## config.mk

```make
export PLATFORM = sky130hd
export DESIGN_NAME = phase_gate_guard
export DESIGN_NICKNAME = d
export VERILOG_FILES = /design/src/rtl/pgg_pkg.sv /design/src/rtl/pgg_filter.sv /design/src/rtl/pgg_arbiter.sv /design/src/rtl/pgg_deadtime.sv /design/src/rtl/phase_gate_guard.sv
export SDC_FILE = /design/constraint.sdc
export NUM_CORES = 1
export LEC_CHECK = 0
export BUFFER_PORTS_ARGS = -buffer_cell sky130_fd_sc_hd__buf_2
export CAP_MARGIN = 20
export CORE_ASPECT_RATIO = 1.4
export CORE_UTILIZATION = 25
export DETAILED_ROUTE_END_ITERATION = 12
export SYNTH_ARGS = -nofsm -noshare
export SYNTH_HDL_FRONTEND = slang
export SYNTH_HIERARCHICAL = 1
export SYNTH_SLANG_ARGS = --single-unit
```

## constraint.sdc

```tcl
create_clock -name clk -period 1.57 [get_ports clk]
set_input_delay 0.314 -clock clk [delete_from_list [all_inputs] [get_ports clk]]
set_output_delay 0.314 -clock clk [all_outputs]
set_load 0.1 [all_outputs]
```

## src/rtl/pgg_pkg.sv

```systemverilog
// Package for the phase gate guard: the type that names which side of the
// phase owns it, or last switched off.
package pgg_pkg;
    typedef enum logic [1:0] {
        SIDE_NONE = 2'd0,
        SIDE_HI   = 2'd1,
        SIDE_LO   = 2'd2
    } side_e;
endpackage

```

## src/rtl/pgg_filter.sv

```systemverilog
// Short-pulse filter. The output takes the input's level only after the input
// has differed from the output for CYC consecutive samples, so rising and
// falling edges get the same delay of CYC edges. Assumes din is already
// synchronous to clk and that CYC >= 2.
module pgg_filter #(
    parameter int   CYC     = 31,
    parameter logic RST_VAL = 1'b1
) (
    input  logic clk,
    input  logic rst_n,
    input  logic din,
    output logic dout
);
    localparam int CW = $clog2(CYC);

    logic [CW-1:0] run_q;
    logic          lvl_q;

    // Count consecutive samples that disagree with the output; flip on the CYC-th.
    always_ff @(posedge clk) begin
        if (!rst_n) begin
            lvl_q <= RST_VAL;
            run_q <= '0;
        end else if (din != lvl_q) begin
            if (run_q == CW'(CYC - 1)) begin
                lvl_q <= din;
                run_q <= '0;
            end else begin
                run_q <= run_q + 1'b1;
            end
        end else begin
            run_q <= '0;
        end
    end

    assign dout = lvl_q;

    // the output only moves toward a level the input held on the previous sample.
    assert_follow_input_R7: assert property (@(posedge clk) disable iff (!rst_n)
        (lvl_q != $past(lvl_q)) |-> (lvl_q == $past(din)));
endmodule

```

## src/rtl/pgg_arbiter.sv

```systemverilog
// Interlock arbiter. It takes active-high filtered requests and grants at most
// one side. The owner keeps the phase while its request holds. On a tie from
// idle the low side wins. When the owner releases, the other side is granted
// only if it is still requesting.
module pgg_arbiter
    import pgg_pkg::*;
(
    input  logic clk,
    input  logic rst_n,
    input  logic req_hi,
    input  logic req_lo,
    output logic grant_hi,
    output logic grant_lo
);
    side_e owner_q, owner_d;

    // Choose the next owner from the current owner and the live requests.
    always_comb begin
        owner_d = owner_q;
        unique case (owner_q)
            SIDE_HI: owner_d = req_hi ? SIDE_HI : (req_lo ? SIDE_LO : SIDE_NONE);
            SIDE_LO: owner_d = req_lo ? SIDE_LO : (req_hi ? SIDE_HI : SIDE_NONE);
            default: owner_d = req_lo ? SIDE_LO : (req_hi ? SIDE_HI : SIDE_NONE);
        endcase
    end

    // Hold the owner register.
    always_ff @(posedge clk) begin
        if (!rst_n) owner_q <= SIDE_NONE;
        else        owner_q <= owner_d;
    end

    assign grant_hi = (owner_q == SIDE_HI);
    assign grant_lo = (owner_q == SIDE_LO);

    assert_one_grant_R2: assert property (@(posedge clk) disable iff (!rst_n)
        $onehot0({grant_hi, grant_lo}));
    assert_first_keeps_R3: assert property (@(posedge clk) disable iff (!rst_n)
        (grant_hi && req_hi) |=> grant_hi);
    assert_first_keeps_lo_R3: assert property (@(posedge clk) disable iff (!rst_n)
        (grant_lo && req_lo) |=> grant_lo);
    assert_tie_low_R4: assert property (@(posedge clk) disable iff (!rst_n)
        (!grant_hi && !grant_lo && req_hi && req_lo) |=> grant_lo);
endmodule

```

## src/rtl/pgg_deadtime.sv

```systemverilog
// Dead-time stage. It registers the two gates from the arbiter grants. A gate
// may rise only when the opposite gate is off and, if the opposite side was
// the last to switch off, at least DEAD_CYC cycles have passed since then.
// The stage assumes the grants are mutually exclusive. run low clears both
// gates on the next edge.
module pgg_deadtime
    import pgg_pkg::*;
#(
    parameter int DEAD_CYC = 40
) (
    input  logic clk,
    input  logic rst_n,
    input  logic want_hi,
    input  logic want_lo,
    input  logic run,
    output logic gate_hi_q,
    output logic gate_lo_q
);
    localparam int GW = $clog2(DEAD_CYC + 1);

    logic [GW-1:0] gap_q;
    side_e         last_off_q;
    logic          hi_d, lo_d, hi_ok, lo_ok;

    // Decide whether each side may be on next cycle.
    always_comb begin
        hi_ok = want_hi && !gate_lo_q &&
                !((last_off_q == SIDE_LO) && (gap_q < GW'(DEAD_CYC)));
        lo_ok = want_lo && !gate_hi_q &&
                !((last_off_q == SIDE_HI) && (gap_q < GW'(DEAD_CYC)));
        hi_d  = run && hi_ok;
        lo_d  = run && lo_ok;
    end

    // Register the gates, and restart the gap count whenever a gate switches off.
    always_ff @(posedge clk) begin
        if (!rst_n) begin
            gate_hi_q  <= 1'b0;
            gate_lo_q  <= 1'b0;
            gap_q      <= GW'(DEAD_CYC);
            last_off_q <= SIDE_NONE;
        end else begin
            gate_hi_q <= hi_d;
            gate_lo_q <= lo_d;
            if (gate_hi_q && !hi_d) begin
                last_off_q <= SIDE_HI;
                gap_q      <= GW'(1);
            end else if (gate_lo_q && !lo_d) begin
                last_off_q <= SIDE_LO;
                gap_q      <= GW'(1);
            end else if (gap_q != GW'(DEAD_CYC)) begin
                gap_q <= gap_q + 1'b1;
            end
        end
    end

    // Checker: cycles since each gate was last on, saturating at DEAD_CYC.
    logic [GW-1:0] hi_age_q, lo_age_q;
    always_ff @(posedge clk) begin
        if (!rst_n) begin
            hi_age_q <= GW'(DEAD_CYC);
            lo_age_q <= GW'(DEAD_CYC);
        end else begin
            hi_age_q <= gate_hi_q ? '0 : ((hi_age_q == GW'(DEAD_CYC)) ? hi_age_q : hi_age_q + 1'b1);
            lo_age_q <= gate_lo_q ? '0 : ((lo_age_q == GW'(DEAD_CYC)) ? lo_age_q : lo_age_q + 1'b1);
        end
    end

    assert_dead_hi_R5: assert property (@(posedge clk) disable iff (!rst_n)
        $rose(gate_hi_q) |-> (lo_age_q >= GW'(DEAD_CYC)));
    assert_dead_lo_R5: assert property (@(posedge clk) disable iff (!rst_n)
        $rose(gate_lo_q) |-> (hi_age_q >= GW'(DEAD_CYC)));
    assert_exclusive_R2: assert property (@(posedge clk) disable iff (!rst_n)
        !(gate_hi_q && gate_lo_q));
endmodule

```

## src/rtl/phase_gate_guard.sv

```systemverilog
// One phase of a half-bridge gate guard. It filters the two active-low
// commands and the enable, then arbitrates the overlap, inserts the dead time
// and gates the result with the immediate kill input. Assumes all inputs are
// synchronous to clk. Instantiate once per phase.
module phase_gate_guard #(
    parameter int FILT_CYC = 31,
    parameter int DEAD_CYC = 40
) (
    input  logic clk,
    input  logic rst_n,
    input  logic hi_cmd_n,
    input  logic lo_cmd_n,
    input  logic enable,
    input  logic kill,
    output logic gate_hi,
    output logic gate_lo
);
    localparam int         NIN      = 3;
    localparam logic [2:0] IDLE_LVL = 3'b011;   // enable idles low, commands idle high

    logic [NIN-1:0] raw, clean;
    logic           grant_hi, grant_lo, hi_q, lo_q;

    assign raw = {enable, lo_cmd_n, hi_cmd_n};

    // One short-pulse filter per input.
    for (genvar i = 0; i < NIN; i++) begin : g_filt
        pgg_filter #(
            .CYC     (FILT_CYC),
            .RST_VAL (IDLE_LVL[i])
        ) u_filt (
            .clk   (clk),
            .rst_n (rst_n),
            .din   (raw[i]),
            .dout  (clean[i])
        );
    end

    pgg_arbiter u_arb (
        .clk      (clk),
        .rst_n    (rst_n),
        .req_hi   (~clean[0]),
        .req_lo   (~clean[1]),
        .grant_hi (grant_hi),
        .grant_lo (grant_lo)
    );

    pgg_deadtime #(
        .DEAD_CYC (DEAD_CYC)
    ) u_dt (
        .clk       (clk),
        .rst_n     (rst_n),
        .want_hi   (grant_hi),
        .want_lo   (grant_lo),
        .run       (clean[2] && !kill),
        .gate_hi_q (hi_q),
        .gate_lo_q (lo_q)
    );

    // Kill acts at once, ahead of the registered gates.
    assign gate_hi = hi_q && !kill;
    assign gate_lo = lo_q && !kill;

    assert_never_both_R2: assert property (@(posedge clk) disable iff (!rst_n)
        !(gate_hi && gate_lo));
    assert_kill_clears_R10: assert property (@(posedge clk) disable iff (!rst_n)
        kill |=> !(hi_q || lo_q));
    assert_reset_off_R12: assert property (@(posedge clk)
        $past(!rst_n) |-> !(gate_hi || gate_lo));
endmodule

```

Word level (Yosys, flattened, before mapping)
Index checks and enable logic that the tools add are counted.
Widths: inputs -> output; s select.
Word-level totals
  bits in latches: 0
  ROM bits: 0
  memory bits (writable): 0
  register bits after elaboration: 30
  input port bits: 6
  output and inout port bits: 2
  logic and storage cells: 73
  memories kept: 0
Operators by class
  $lt $le $gt $ge: 1
  div/mod/pow operators: 0
  reduce and logical (&&, ||, !) cells: 30
  eq/ne operators: 11
  $add $sub $neg: 4
  $mul: 0
  bitwise logic cells: 4
  muxes and demuxes: 10
  shift operators: 0
Operators with widths (number)
  $mux 6: 3
  $add 5x1->5 const B: 3
  $eq 5x5->1 const B: 3
  $logic_and 1x1->1: 13
  $reduce_or 3->1: 4
  $mux 2: 4
  $logic_not 1->1: 7
  $add 6x1->6 const B: 1
  $lt 6x6->1 const B: 1
  $ne 6x6->1 const B: 1
  $reduce_and 2->1: 3
  $eq 2x1->1 const B: 2
  $eq 2x2->1 const B: 2
  $not 1->1: 4
  $mux 1: 3
  $ne 1x1->1: 3
  $reduce_bool 3->1: 1
  $reduce_bool 2->1: 1
  $reduce_or 2->1: 1

Longest topological paths before layout
  word-level depth: 9
  depth in mapped cells: 5
  depth with buffers taken out: 5

Hierarchy
Netlist, hierarchy kept.
Modules (own cells, without submodules)
  pgg_filter (g_filt[0].u_filt ...): area each 249.0 um2, sequential area each 120.1 um2, instances 2, cells each 24
  pgg_deadtime: area each 490.5 um2, sequential area each 200.2 um2, instances 1, cells each 54
  pgg_filter (g_filt[2].u_filt): area each 251.5 um2, sequential area each 120.1 um2, instances 1, cells each 24
  pgg_arbiter: area each 85.1 um2, sequential area each 40.0 um2, instances 1, cells each 8
  phase_gate_guard: area each 26.3 um2, sequential area each 0.0 um2, instances 1, cells each 5

Worst setup path after synthesis
No wires, ideal clock.
  kind: register to output
  start: register u_dt.gate_lo_q
  end: output gate_lo
  data required time: 1.256 ns
  arrival time: 1.773 ns
  path buffers: 0
  slack: -0.517 ns
  stages on the path, launching flop included: 2
  cell sequence: dfxtp_1 -> nor2b_1
On the way
  word-level cells in the longest chain between the ends: 1
RTL lines
  start, declared: RTL line pgg_deadtime.sv:17  | output logic gate_lo_q
  start signal, assigned: RTL line pgg_deadtime.sv:44  | gate_lo_q <= lo_d;
  $logic_and 1x1->1: RTL line phase_gate_guard.sv:62  | assign gate_lo = lo_q && !kill;
  end, declared: RTL line phase_gate_guard.sv:16  | output logic gate_lo
No other way between the ends.

Worst setup path after layout
Ends and elaborated chain as after synthesis.

==> impl_metrics.ini <==
[synth]
synth_area_per_cell_um2 = 9.72
synth_compound_area_share_pct = 7.41
yosys.area_share.simple_pct = 24.0
syn-cell-area_mm2 = 0.00135
muxShareOfSynthArea_pct = 2.96
yosysTopAreaCell = dfxtp_1
syn-num-nets = 153
synth_edf_count = 0
syn_inst = 139
synthMostInstantiatedCell = dfxtp_1
synthTopCellsByCount = dfxtp_1 (30), nor2_1 (18), xor2_1 (12)
async_reset_ff_share_pct = 0
yosys_warnings = 6
ys_ff_latch = 30
synthAdderAreaFrac_pct = 7.41
synth_top_family_by_area = simple AND/OR/NAND/NOR gates
ys.flop_type = dfxtp_1
ys_types = 30
synth_xor_xnor_area_share_pct = 11.0
synth_top_area_share_pct = 44.4
ys_seq_area_share_pct = 44.4
synth_area_leaders = dfxtp_1 (44%), xor2_1 (7.8%), ha_1 (7.4%), nor2_1 (5.0%), nand3_1 (4.1%)

[pwr]
pwr-share-seq_pct = 52.4
swShare_pct = 22.3
combPwrFrac_pct = 6.4
internal-power_w = 0.00118
p_clk_share_pct = 41.1
switching_power_w = 0.000338
p_leak_nw = 0.679
ir_drop_v = 0.000302
power_density_mw_per_mm2 = 950

[clocking]
clkLatencyLatePin_ns = 0.27
cts_resized = 0
hold_buffers = 0
path_clk_slew_ns = 0.06
numClockSinks = 30
cts_buffers = 5
root_buffer = clkbuf_8
cts_tree = yes
clk_path_buf_depth = 2
htreeDepth = 2
post_cts_buffers = 0

[timing]
setup_viol = 0
grt_setup_unrepaired = no
fin_tns_setup_ns = 0
fmax_mhz = 684
worst_pin_slew_ns = 0.286
hold_ws_ns = 0.291
slew_headroom_pct = 80.9
drv_slew = 0
fin_crit_ns = 1.46
hold_violations = 0
post-route-period-util_pct = 93.1
fin_skew_ns = 0.00603

[routing]
ant_nets = 0
first_iter_violations = 65
drcViolationCount = 0
dr.pass1.iters = 2
vias_per_cell = 4.28
finalWirelength_um = 2200
num_vias = 942
post_drt_wl_per_cell_um = 9.98

[floorplanning]
die_area_mm2 = 0.00571
start_util_pct = 26.0
die_h_um = 89.0
coreArea_mm2 = 0.00520
fp.dieW_um = 64.1
num_rows = 31
io_pins = 8

[finish]
fin_cells = 220
fin_area_mm2 = 0.00160
area_growth_pct = 18.1
nets = 167
num-fill-cells = 566
antenna_cells = 0
drive_gt1_share_pct = 18.2
final_util_pct = 30.7

[critical_path]
reg2reg_slack_ns = 0.16
critical_path_class = flip-flop to primary output
worst_path_max_delay_cell = dfxtp_1
crit_required_ns = 1.26
cp-endpoint = gate_lo
arrival_ns = 1.15
cp_max_fo = 7
critPathCaptureType = primary output
crit_chain = nor2b_2 -> buf_12
rr_endpoint = u_dt/gap_q[0]
rr_worst_depth = 5
r2r_start = g_filt[2].u_filt/dout
cp-start-kind = flip-flop
worst_path_largest_cell_delay_ns = 0.45
crit_path_start = u_dt/gate_lo_q

[global_routing]
track_usage_pct = 9.55
grt_antenna_before_repair = 0
gr-total-overflow = 0
grt_max_degree = 15
grt_pass1_vias = 945
grt_pass1_wl_um = 4060

[place]
place_congestion = 0.698
port_buffers = 7
place_inst = 212
dp_hpwl_um = 1570
dpl_cell_area_mm2 = 0.00150

[run]
cap_viol_max_count = 0

[worst_hold_path]
hold_path_class = input pin to flip-flop

[run_status]
status = complete, no violations
[stage by stage]
step	setup slack [ns]	total power, W
after global routing	0.0152	0.00160
after floorplan	-0.00206	0.000880
after detailed placement	0.0973	0.000911
final	0.108	0.00151
after CTS	0.0926	0.00154
after global placement	0.132	0.000908
[layer usage]
layer	GRT usage, %	vias to the layer above	part of all wire, %
met4	5.45	0	2.0
met3	3.83	4	3.9
met1	10.2	435	45
met2	16.1	11	49
li1	-	492	-
met5	0	-	0
[cell usage in the layout (no fill, tap or decap), types with 2 or more instances in the layout]
| cell | netlist | layout |
|---|---|---|
| a21oi_1 | 3 | 3 |
| buf_12 | 0 | 2 |
| buf_2 | 0 | 5 |
| clkbuf_8 | 0 | 6 |
| dfxtp_1 | 30 | 30 |
| ha_1 | 8 | 8 |
| inv_1 | 10 | 10 |
| mux2i_1 | 4 | 4 |
| nand2_1 | 6 | 6 |
| nand3_1 | 11 | 11 |
| nand3_2 | 3 | 3 |
| nand3b_1 | 2 | 2 |
| nand4_2 | 3 | 3 |
| nor2_1 | 18 | 18 |
| nor2b_1 | 5 | 3 |
| nor2b_2 | 0 | 2 |
| nor3_1 | 3 | 3 |
| o21ai_1 | 2 | 2 |
| xnor2_1 | 5 | 5 |
| xor2_1 | 12 | 12 |
[cell type report]
cell class / count / area (µm²) / area share (%)
multi-input combinational: 99 / 718 / 45.0
sequential: 30 / 601 / 37.6
clock buffer: 7 / 86.3 / 5.41
tap: 66 / 82.6 / 5.18
timing repair buffer: 7 / 65.1 / 4.08
inverter: 10 / 37.5 / 2.35
clock inverter: 1 / 5.00 / 0.314
[critical path: cells and delay by family (launching register included)]
kind | cells | cell delay (ns)
buffers and inverters | 1 | 0.19
flip-flops | 1 | 0.45
AND/OR/NAND/NOR | 1 | 0.24
[cell families (layout without fill, tap and decap cells)]
| kind of cell | Yosys count | in the layout |
|---|---|---|
| compound gates | 13 | 13 |
| flops | 30 | 30 |
| mux | 4 | 4 |
| fa+ha+maj | 8 | 8 |
| buf+inv | 10 | 25 |
| simple gates | 57 | 57 |
| xor+xnor | 17 | 17 |
[sequential cells by signal, summed over array words and instances (netlist names)]
signal               flops
g_filt.u_filt/run_q     15
g_filt.u_filt/dout       3
u_dt/last_off_q          2
u_dt/gate_hi_q           1
u_arb/owner_q            2
u_dt/gap_q               6
u_dt/gate_lo_q           1
[worst min-delay path by stage]
stage                              start                         to  slack, ns  cells after the start
2_1_floorplan                      rst_n      g_filt[0].u_filt/dout       0.38                      1
3_3_place_gp   g_filt[2].u_filt/run_q[0]  g_filt[2].u_filt/run_q[0]       0.44                      1
3_5_place_dp   g_filt[0].u_filt/run_q[0]  g_filt[0].u_filt/run_q[0]       0.45                      1
4_1_cts                         lo_cmd_n      g_filt[1].u_filt/dout       0.28                      3
5_1_grt                         lo_cmd_n      g_filt[1].u_filt/dout       0.30                      3
6_report                        lo_cmd_n      g_filt[1].u_filt/dout       0.29                      3
[power groups by stage]
stage | clock [W] | sequential, W | combinational, W
floorplan | 0 | 0.000807 | 0.0000728
global placement | 0 | 0.000811 | 0.0000971
detailed placement | 0 | 0.000811 | 0.000101
CTS | 0.000649 | 0.000794 | 0.000101
global route | 0.000692 | 0.000797 | 0.000112
finish | 0.000623 | 0.000794 | 0.0000975
No activity file was read; power rests on OpenSTA's default activity.
